### src/rtl/ep0Pkg.sv
package ep0Pkg;
  // strobes from the control module to the datapath
  typedef struct packed {
    logic push;        // store one byte at the newest position
    logic pushFromCpu; // 1: byte from CPU, 0: byte from engine
    logic pop;         // drop the oldest byte
    logic flush;       // clear pointers and count
  } fifoCtl_t;
endpackage

### src/rtl/ep0Datapath.sv
module ep0Datapath
  import ep0Pkg::*;
#(
  parameter int DATA_W = 8,
  parameter int DEPTH  = 8,
  localparam int PTR_W = $clog2(DEPTH),
  localparam int CNT_W = $clog2(DEPTH + 1)
) (
  input  logic              clk,
  input  logic              rstN,
  input  fifoCtl_t          ctl,
  input  logic [DATA_W-1:0] cpuData,
  input  logic [DATA_W-1:0] engData,
  output logic [DATA_W-1:0] oldestByte,
  output logic              full,
  output logic              empty,
  output logic [CNT_W-1:0]  count
);
  logic [DATA_W-1:0] mem [DEPTH];
  logic [PTR_W-1:0]  rdPtr, wrPtr;
  logic [DATA_W-1:0] pushData;

  function automatic logic [PTR_W-1:0] nextPtr(input logic [PTR_W-1:0] p);
    return (p == PTR_W'(DEPTH - 1)) ? '0 : p + 1'b1;
  endfunction

  assign pushData   = ctl.pushFromCpu ? cpuData : engData;
  assign oldestByte = mem[rdPtr];
  assign full       = (count == CNT_W'(DEPTH));
  assign empty      = (count == '0);

  always_ff @(posedge clk) begin
    if (!rstN) begin
      for (int i = 0; i < DEPTH; i++) mem[i] <= '0;
    end else if (ctl.push && !ctl.flush) begin
      mem[wrPtr] <= pushData;
    end
  end

  always_ff @(posedge clk) begin
    if (!rstN || ctl.flush) begin
      rdPtr <= '0;
      wrPtr <= '0;
      count <= '0;
    end else begin
      if (ctl.push) wrPtr <= nextPtr(wrPtr);
      if (ctl.pop)  rdPtr <= nextPtr(rdPtr);
      case ({ctl.push, ctl.pop})
        2'b10:   count <= count + 1'b1;
        2'b01:   count <= count - 1'b1;
        default: count <= count;
      endcase
    end
  end

  assert_no_overflow_R3: assert property (@(posedge clk) disable iff (!rstN)
    !(ctl.push && !ctl.pop && full));
  assert_no_underflow_R3: assert property (@(posedge clk) disable iff (!rstN)
    !(ctl.pop && empty));
  assert_count_bound_R3: assert property (@(posedge clk) disable iff (!rstN)
    count <= CNT_W'(DEPTH));
  assert_flush_empties_R10: assert property (@(posedge clk) disable iff (!rstN)
    ctl.flush |=> empty);
endmodule

### src/rtl/ep0Ctrl.sv
module ep0Ctrl
  import ep0Pkg::*;
#(
  parameter int DATA_W    = 8,
  parameter int SETUP_LEN = 8,
  parameter int DIR_BIT   = 7,
  localparam int SC_W     = $clog2(SETUP_LEN + 1)
) (
  input  logic              clk,
  input  logic              rstN,
  input  logic              cpuRdEn,
  input  logic              cpuWrEn,
  input  logic              cpuPktEnd,
  input  logic              setupStart,
  input  logic              engRxValid,
  input  logic [DATA_W-1:0] engRxByte,
  input  logic              engTxReady,
  input  logic              full,
  input  logic              empty,
  output fifoCtl_t          ctl,
  output logic              engTxValid,
  output logic              dirTx,
  output logic              setupDone,
  output logic              errOverflow,
  output logic              errUnderflow,
  output logic              errCollision,
  output logic              errWrDenied
);
  logic            txArmed;
  logic [SC_W-1:0] setupCnt;
  logic            dirBit;
  logic            collide, ovfEv, udfEv, denyEv, collEv, goIdle, rxAccept;
  logic            decideBit;

  assign collide    = cpuRdEn && cpuWrEn;
  assign engTxValid = dirTx && txArmed && !empty;
  assign decideBit  = (setupCnt == '0) ? engRxByte[DIR_BIT] : dirBit;

  always_comb begin
    ctl      = '0;
    ovfEv    = 1'b0;
    udfEv    = 1'b0;
    denyEv   = 1'b0;
    collEv   = 1'b0;
    goIdle   = 1'b0;
    rxAccept = 1'b0;
    if (setupStart) begin
      ctl.flush = 1'b1;
    end else begin
      collEv = collide;
      if (dirTx) begin
        if (txArmed) begin
          if (empty) begin
            goIdle    = 1'b1;
            ctl.flush = 1'b1;
          end else if (engTxReady) begin
            ctl.pop = 1'b1;
          end
          if (cpuWrEn && !collide) denyEv = 1'b1;
        end else begin
          if (cpuWrEn && !collide) begin
            if (full) ovfEv = 1'b1;
            else begin
              ctl.push        = 1'b1;
              ctl.pushFromCpu = 1'b1;
            end
          end
          if (cpuRdEn && !collide) begin
            if (empty) udfEv = 1'b1;
            else       ctl.pop = 1'b1;
          end
        end
      end else begin
        if (engRxValid) begin
          if (full) ovfEv = 1'b1;
          else begin
            ctl.push = 1'b1;
            rxAccept = 1'b1;
          end
        end
        if (cpuWrEn && !collide) denyEv = 1'b1;
        if (cpuRdEn && !collide) begin
          if (empty) udfEv = 1'b1;
          else       ctl.pop = 1'b1;
        end
      end
    end
  end

  always_ff @(posedge clk) begin
    if (!rstN) begin
      dirTx        <= 1'b0;
      txArmed      <= 1'b0;
      setupCnt     <= '0;
      dirBit       <= 1'b0;
      setupDone    <= 1'b0;
      errOverflow  <= 1'b0;
      errUnderflow <= 1'b0;
      errCollision <= 1'b0;
      errWrDenied  <= 1'b0;
    end else begin
      setupDone    <= 1'b0;
      errOverflow  <= errOverflow  | ovfEv;
      errUnderflow <= errUnderflow | udfEv;
      errCollision <= errCollision | collEv;
      errWrDenied  <= errWrDenied  | denyEv;
      if (setupStart || goIdle) begin
        dirTx    <= 1'b0;
        txArmed  <= 1'b0;
        setupCnt <= '0;
      end else begin
        if (dirTx && !txArmed && cpuPktEnd) txArmed <= 1'b1;
        if (rxAccept && setupCnt < SC_W'(SETUP_LEN)) begin
          setupCnt <= setupCnt + 1'b1;
          if (setupCnt == '0) dirBit <= engRxByte[DIR_BIT];
          if (setupCnt == SC_W'(SETUP_LEN - 1)) begin
            setupDone <= 1'b1;
            dirTx     <= decideBit;
          end
        end
      end
    end
  end

  assert_wr_gate_R6: assert property (@(posedge clk) disable iff (!rstN)
    (ctl.push && ctl.pushFromCpu) |-> (dirTx && !txArmed));
  assert_collision_R4: assert property (@(posedge clk) disable iff (!rstN)
    (collide && !dirTx) |-> (!ctl.pop && !(ctl.push && ctl.pushFromCpu)));
  assert_abort_R10: assert property (@(posedge clk) disable iff (!rstN)
    setupStart |=> (!dirTx && !txArmed));
  assert_done_pulse_R5: assert property (@(posedge clk) disable iff (!rstN)
    setupDone |=> !setupDone);
  assert_drain_handshake_R7: assert property (@(posedge clk) disable iff (!rstN)
    (ctl.pop && dirTx && txArmed) |-> engTxReady);
  assert_idle_return_R9: assert property (@(posedge clk) disable iff (!rstN)
    (dirTx && txArmed && empty && !setupStart) |=> !dirTx);
endmodule

### src/rtl/ctlEp0Fifo.sv
module ctlEp0Fifo
  import ep0Pkg::*;
#(
  parameter int DATA_W    = 8,
  parameter int DEPTH     = 8,
  parameter int SETUP_LEN = 8,
  parameter int DIR_BIT   = 7,
  localparam int CNT_W    = $clog2(DEPTH + 1)
) (
  input  logic              clk,
  input  logic              rstN,
  input  logic              cpuRdEn,
  output logic [DATA_W-1:0] cpuRdData,
  input  logic              cpuWrEn,
  input  logic [DATA_W-1:0] cpuWrData,
  input  logic              cpuPktEnd,
  input  logic              setupStart,
  input  logic              engRxValid,
  input  logic [DATA_W-1:0] engRxData,
  output logic              setupDone,
  output logic              engTxValid,
  output logic [DATA_W-1:0] engTxData,
  input  logic              engTxReady,
  output logic              fifoFull,
  output logic              fifoEmpty,
  output logic [CNT_W-1:0]  fifoCount,
  output logic              dirTx,
  output logic              errOverflow,
  output logic              errUnderflow,
  output logic              errCollision,
  output logic              errWrDenied
);
  fifoCtl_t          ctl;
  logic [DATA_W-1:0] oldestByte;

  assign cpuRdData = oldestByte;
  assign engTxData = oldestByte;

  ep0Ctrl #(
    .DATA_W(DATA_W), .SETUP_LEN(SETUP_LEN), .DIR_BIT(DIR_BIT)
  ) uCtrl (
    .clk(clk), .rstN(rstN),
    .cpuRdEn(cpuRdEn), .cpuWrEn(cpuWrEn), .cpuPktEnd(cpuPktEnd),
    .setupStart(setupStart), .engRxValid(engRxValid), .engRxByte(engRxData),
    .engTxReady(engTxReady), .full(fifoFull), .empty(fifoEmpty),
    .ctl(ctl), .engTxValid(engTxValid), .dirTx(dirTx), .setupDone(setupDone),
    .errOverflow(errOverflow), .errUnderflow(errUnderflow),
    .errCollision(errCollision), .errWrDenied(errWrDenied)
  );

  ep0Datapath #(.DATA_W(DATA_W), .DEPTH(DEPTH)) uData (
    .clk(clk), .rstN(rstN), .ctl(ctl),
    .cpuData(cpuWrData), .engData(engRxData),
    .oldestByte(oldestByte), .full(fifoFull), .empty(fifoEmpty), .count(fifoCount)
  );

  assert_tx_only_R7: assert property (@(posedge clk) disable iff (!rstN)
    engTxValid |-> (dirTx && !fifoEmpty));
endmodule

### config.mk
export PLATFORM = sky130hd
export DESIGN_NAME = ctlEp0Fifo
export DESIGN_NICKNAME = d
export VERILOG_FILES = /design/src/rtl/ep0Pkg.sv /design/src/rtl/ep0Datapath.sv /design/src/rtl/ep0Ctrl.sv /design/src/rtl/ctlEp0Fifo.sv
export SDC_FILE = /design/constraint.sdc
export NUM_CORES = 1
export LEC_CHECK = 0
export BUFFER_PORTS_ARGS = -buffer_cell sky130_fd_sc_hd__buf_2
export CAP_MARGIN = 10
export CORE_ASPECT_RATIO = 1.2
export CORE_MARGIN = 5
export CORE_UTILIZATION = 55
export DETAILED_ROUTE_END_ITERATION = 10
export PLACE_DENSITY = 0.76
export SYNTH_ARGS = -nofsm -noshare
export SYNTH_HDL_FRONTEND = slang
export SYNTH_HIERARCHICAL = 1
export SYNTH_SLANG_ARGS = --single-unit
### constraint.sdc
create_clock -name clk -period 7.4 [get_ports clk]
set_clock_uncertainty 0.1 [all_clocks]
set_input_delay 0.37 -clock clk [delete_from_list [all_inputs] [get_ports clk]]
set_output_delay 0.37 -clock clk [all_outputs]
set_load 0.02 [all_outputs]
## Word level (Yosys, flattened, before mapping)

Memory sizes are Yosys's and may differ from the RTL's. A register that Yosys moved wholly into a read port is not among the register bits.
Cells that the tools add are included.

- Equality and inequality tests: 6
- Bitwise logic cells: 7
- Multiplexer cells: 51
- Magnitude comparators: 1
- $add $sub $neg: 5
- Reduce and logical (&&, ||, !) cells: 24

Operator list:

| kind | number |
|---|---|
| $mux W1 | 39 |
| $mux W3 | 6 |
| $mux W8 | 2 |
| $logic_and A1 B1 Y1 | 9 |
| $add A4 B1 Y4 const B | 2 |
| $logic_not A4 Y1 | 2 |
| $pmux W4 S2 | 1 |
| $reduce_or A8 Y1 | 1 |
| $add A3 B1 Y3 const B | 2 |
| $eq A3 B3 Y1 const B | 2 |
| $mux W2 | 3 |
| $logic_not A1 Y1 | 5 |
| $eq A4 B3 Y1 const B | 1 |
| $eq A4 B4 Y1 const B | 1 |
| $lt A4 B4 Y1 const B | 1 |
| $or A1 B1 Y1 | 4 |
| $reduce_and A2 Y1 | 2 |
| $sub A4 B1 Y4 const B | 1 |
| $not A1 Y1 | 3 |
| $reduce_or A3 Y1 | 1 |
| $eq A2 B1 Y1 const B | 1 |
| $eq A2 B2 Y1 const B | 1 |
| $logic_or A1 B1 Y1 | 2 |
| $reduce_bool A2 Y1 | 1 |
| $reduce_or A2 Y1 | 1 |

- Memory bits (writable): 64
- Word-level logic and storage cells: 107
- Register bits: 22
- Memories: 1
- Input bits: 24
- Output and inout bits: 29

Memory list:

| memory | depth | width | read ports | clocked after memory_dff | write ports | line | source |
|---|---|---|---|---|---|---|---|
| uData.mem | 8 | 8 | 1 | 1 | 8 | ep0Datapath.sv:19 | `logic [DATA_W-1:0] mem [DEPTH];` |

## Depth between registers and ports, before layout

- Depth after elaboration: 13
- Depth in mapped cells: 13
- Mapped depth without buffers: 12

## By module

Netlist, hierarchy kept.

Modules (own cells, without submodules):

| module | area each (um^2) | cells each | instances | sequential area each (um^2) |
|---|---|---|---|---|
| ep0Datapath | 3507.1 | 250 | 1 | 2182.1 |
| ep0Ctrl | 590.6 | 70 | 1 | 240.2 |
| ctlEp0Fifo | 60.1 | 8 | 1 | 0.0 |

## Worst setup path after synthesis

Ideal clock, no wire load.

- Path type: register -> register
- Start: register uData.count[3]
- End: register uData.count[2]
- Data arrival time: 3.500 ns
- Library setup time: 0.071 ns
- Period minus slack after synthesis: 3.671 ns
- Data required time: 7.229 ns
- Stages on the path, launching flop included: 14
- Buffers on the path: 1
- Path slack: 3.729 ns
- Cell sequence: dfxtp_1 inv_1 nor4_1 or4b_4 or2b_1 buf_2 inv_1 ha_1 xor2_1 ha_1 a21oi_1 xor2_1 or3_1 a21oi_1

RTL lines:

| element | line | source |
|---|---|---|
| from (decl) | ep0Datapath.sv:17 | `output logic [CNT_W-1:0] count` |
| from (signal assigned) | ep0Datapath.sv:49 | `2'b10: count <= count + 1'b1;` |
| from (signal assigned) | ep0Datapath.sv:50 | `2'b01: count <= count - 1'b1;` |
| from (signal assigned) | ep0Datapath.sv:51 | `default: count <= count;` |

==> flow_summary.yaml <==
layout:
  fin_area_mm2: 0.004619
  multi_input_area_mm2: 0.001567
  regArea_mm2: 0.002422
  syn_to_final_growth_pct: 11.10
  drive_above_1_share_pct: 21.07
  num-fill-cells: 566
  antenna_cells: 0
  final_nets: 403
worst_setup_path:
  path_buf_inv: 2
  path_max_fanout: 9
  cp_top_family: "simple AND/OR/NAND/NOR gates"
  worstSetupPathType: "register to register"
  startpoint_type: "register"
  cp_slowest_cell: "nor4_1"
  critPathCaptureType: "register"
  crit_chain: "inv_1 -> nor4_1 -> nor3b_2 -> or2b_1 -> inv_1 -> ha_1 -> xor2_1 -> ha_1 -> a21oi_1 -> xor2_1 -> or3_1 -> a21oi_1"
  slowest_delay_ns: 0.83
  required_ns: 7.58
  arrival_ns: 3.83
clock_tree:
  holdBufCountCts: 0
  cts_tree: "built"
  clock_path_buffers: 2
  post_cts_resized: 0
  clkTransAtPathRegs_ns: 0.08
  root_buffer: "clkbuf_8"
  cts_buffers: 9
  clk-insertion-delay-late_ns: 0.35
  cts.htree.levels: 3
  cts.sink_count: 89
  postCtsSetupBuffers: 0
floorplanning:
  die_y_um: 105.2
  start_util_pct: 56.82
  boundaryPins: 53
  die_w_um: 89.37
  std_cell_rows: 34
  core_area_mm2: 0.007317
  die_area_mm2: 0.009406
timing:
  tightest_slew_ns: 0.9827
  period_needed_ns: 3.651
  final.setup.worst_slack_ns: 3.749
  holdWs_ns: 0.1537
  finalCritPeriodShare_pct: 49.33
  final-max-slew-violation-count: 0
  finalHoldViolations: 0
  setup_viol: 0
  rsz0062_at_grt: "false"
  fmax_ghz: 0.2739
  tns_ns: 0
  slew_headroom_pct: 34.20
synthesis:
  syn_area_mm2: 0.004158
  ys_async_sr_fraction_pct: 0
  ys_seq_area_share_pct: 58.26
  synth.net_count: 361
  synth_warnings: 6
  synthCells: 328
  avgSynthCellArea_um2: 12.68
  synthFlopType: "edfxtp_1"
  ys_ff_latch: 89
  synth_edf_count: 64
  yosysUniqueCellTypes: 40
pwr:
  power_leakage_nw: 1.811
  ir_drop_mv: 0.1316
  pwr_density_cell_mw_per_mm2: 211.6
global_route:
  grt_max_degree: 17
  grt.overflow.total: 0
  grtUsageTotal_pct: 18.84
  antenna_found_initial: 0
  grt_pass1_vias: 2689
  grt_pass1_wl_um: 13160
route:
  via_per_inst: 5.748
  post_drt_wl_per_cell_um: 17.93
  ant_nets: 0
  wl_um: 8338
  firstDrtPassIters: 4
  drc: 0
  num_vias: 2673
  drt_iter0_drc: 144
placement:
  placed_area_mm2: 0.004392
  dpl.hpwl_um: 5897
  finalWeightedCongestion: 0.8707
  portBuffers: 52
  pre_cts_slack_ns: 3.801
outcome:
  status: "finished, final reports clean"
worst_hold_path:
  worstHoldPathType: "primary input to register"
run:
  drv_cap: 0
-- stage by stage --
step | total power, mW | utilization [%] | std cells
floorplan | 0.6043 | - | 328
global route | 1.014 | 63.13 | 465
global placement | 0.6242 | 60.02 | 449
CTS | 0.9881 | 63.13 | 465
detailed placement | 0.6269 | 60.02 | 449
finish | 0.9774 | 63.13 | 465
-- synthesized netlist by cell type (all sizes together) (6+ instances only) --
master  number  area share, %
mux2         8            2.2
clkbuf       6           0.54
dfxtp       25             12
ha           9            2.7
nor2        81            7.3
mux2i       16            3.9
a21oi       12            1.4
nand2       17            1.5
inv          8           0.72
edfxtp      64             46
buf         15            2.9
mux4        16             10
nand3        7           0.84
-- cell type report --
type	instances	share of cell area, %
flip-flops and latches	89	52.44
multi-input cells	210	33.91
repair buffers	52	5.634
clock buffers	15	4.280
well taps	90	2.438
clock inverters	1	0.6501
inverters	8	0.6501
-- state kept, by name, indices dropped and copies added, names as in the netlist, named ones only --
| signal | flops |
|---|---|
| uData/rdPtr | 3 |
| uData/count | 4 |
| uCtrl/dirBit | 1 |
| uData/wrPtr | 3 |
| uCtrl/errCollision | 1 |
| uCtrl/errUnderflow | 1 |
| uCtrl/errWrDenied | 1 |
| uCtrl/dirTx | 1 |
| uCtrl/setupCnt | 4 |
| uCtrl/setupDone | 1 |
| uData/mem | 64 |
| uCtrl/errOverflow | 1 |
| uCtrl/txArmed | 1 |
-- power breakdown --
group / internal [mW] / total [mW] / leakage, nW / switching, mW
Sequential: 0.547 / 0.552 / 0.863 / 0.00505
Clock: 0.205 / 0.363 / 0.115 / 0.158
Combinational: 0.0224 / 0.0632 / 0.832 / 0.0408
Total: 0.774 / 0.977 / 1.81 / 0.204
-- logic make-up (layout without fill, tap and decap cells) --
| group | count (synthesis) | after routing | synth area share, % |
|---|---|---|---|
| xor gates and xnor gates | 3 | 3 | 0.6321 |
| muxes | 40 | 40 | 16.13 |
| AOI/OAI and AO/OA | 24 | 24 | 3.310 |
| buffers and inverters | 29 | 76 | 4.183 |
| adders and majority gates | 9 | 9 | 2.708 |
| DFF | 89 | 89 | 58.26 |
| and+or+nand+nor | 134 | 134 | 14.78 |
-- routing by layer --
metal  vias to the layer above  global-route usage, %  routed length (um)
met2                        85                  32.88                4323
met5                         -                      0                   0
met1                      1296                  23.15                3432
met3                        11                  3.435                 456
met4                         0                  6.170                 125
li1                       1281                      -                   -
-- final timing paths --
path	startpoint	endpoint	slack, ns	cells past startpoint
max reg2reg	uData/count[3]	uData/count[2]	3.75	12
min reg2reg	uCtrl/dirBit	uCtrl/dirBit	0.37	2
max	uData/count[3]	uData/count[2]	3.75	12
min	cpuPktEnd	uCtrl/txArmed	0.15	3
-- tightest hold or removal path: stages --
cell,delay [ns]
buf_2,0.08
a21oi_1,0.05
nor2_1,0.07
-- placed cells by master, fill, tap and decap left out, types with 2 or more instances in the layout --
cell and instances:
nor2_1 81, edfxtp_1 64, buf_2 52, dfxtp_1 25, nand2_1 17, mux2i_1 16, mux4_1 16, clkbuf_8 12
a21oi_1 12, ha_1 9, inv_1 8, mux2_2 8, nand3_1 7, o21ai_0 5, nor3_1 4, nand2b_1 4
nor3b_1 3, or3_1 3, xor2_1 3, clkbuf_1 2, or2b_1 2, and4b_1 2, a31oi_1 2, nor4_1 2
Power figures use the tool's default switching activity.
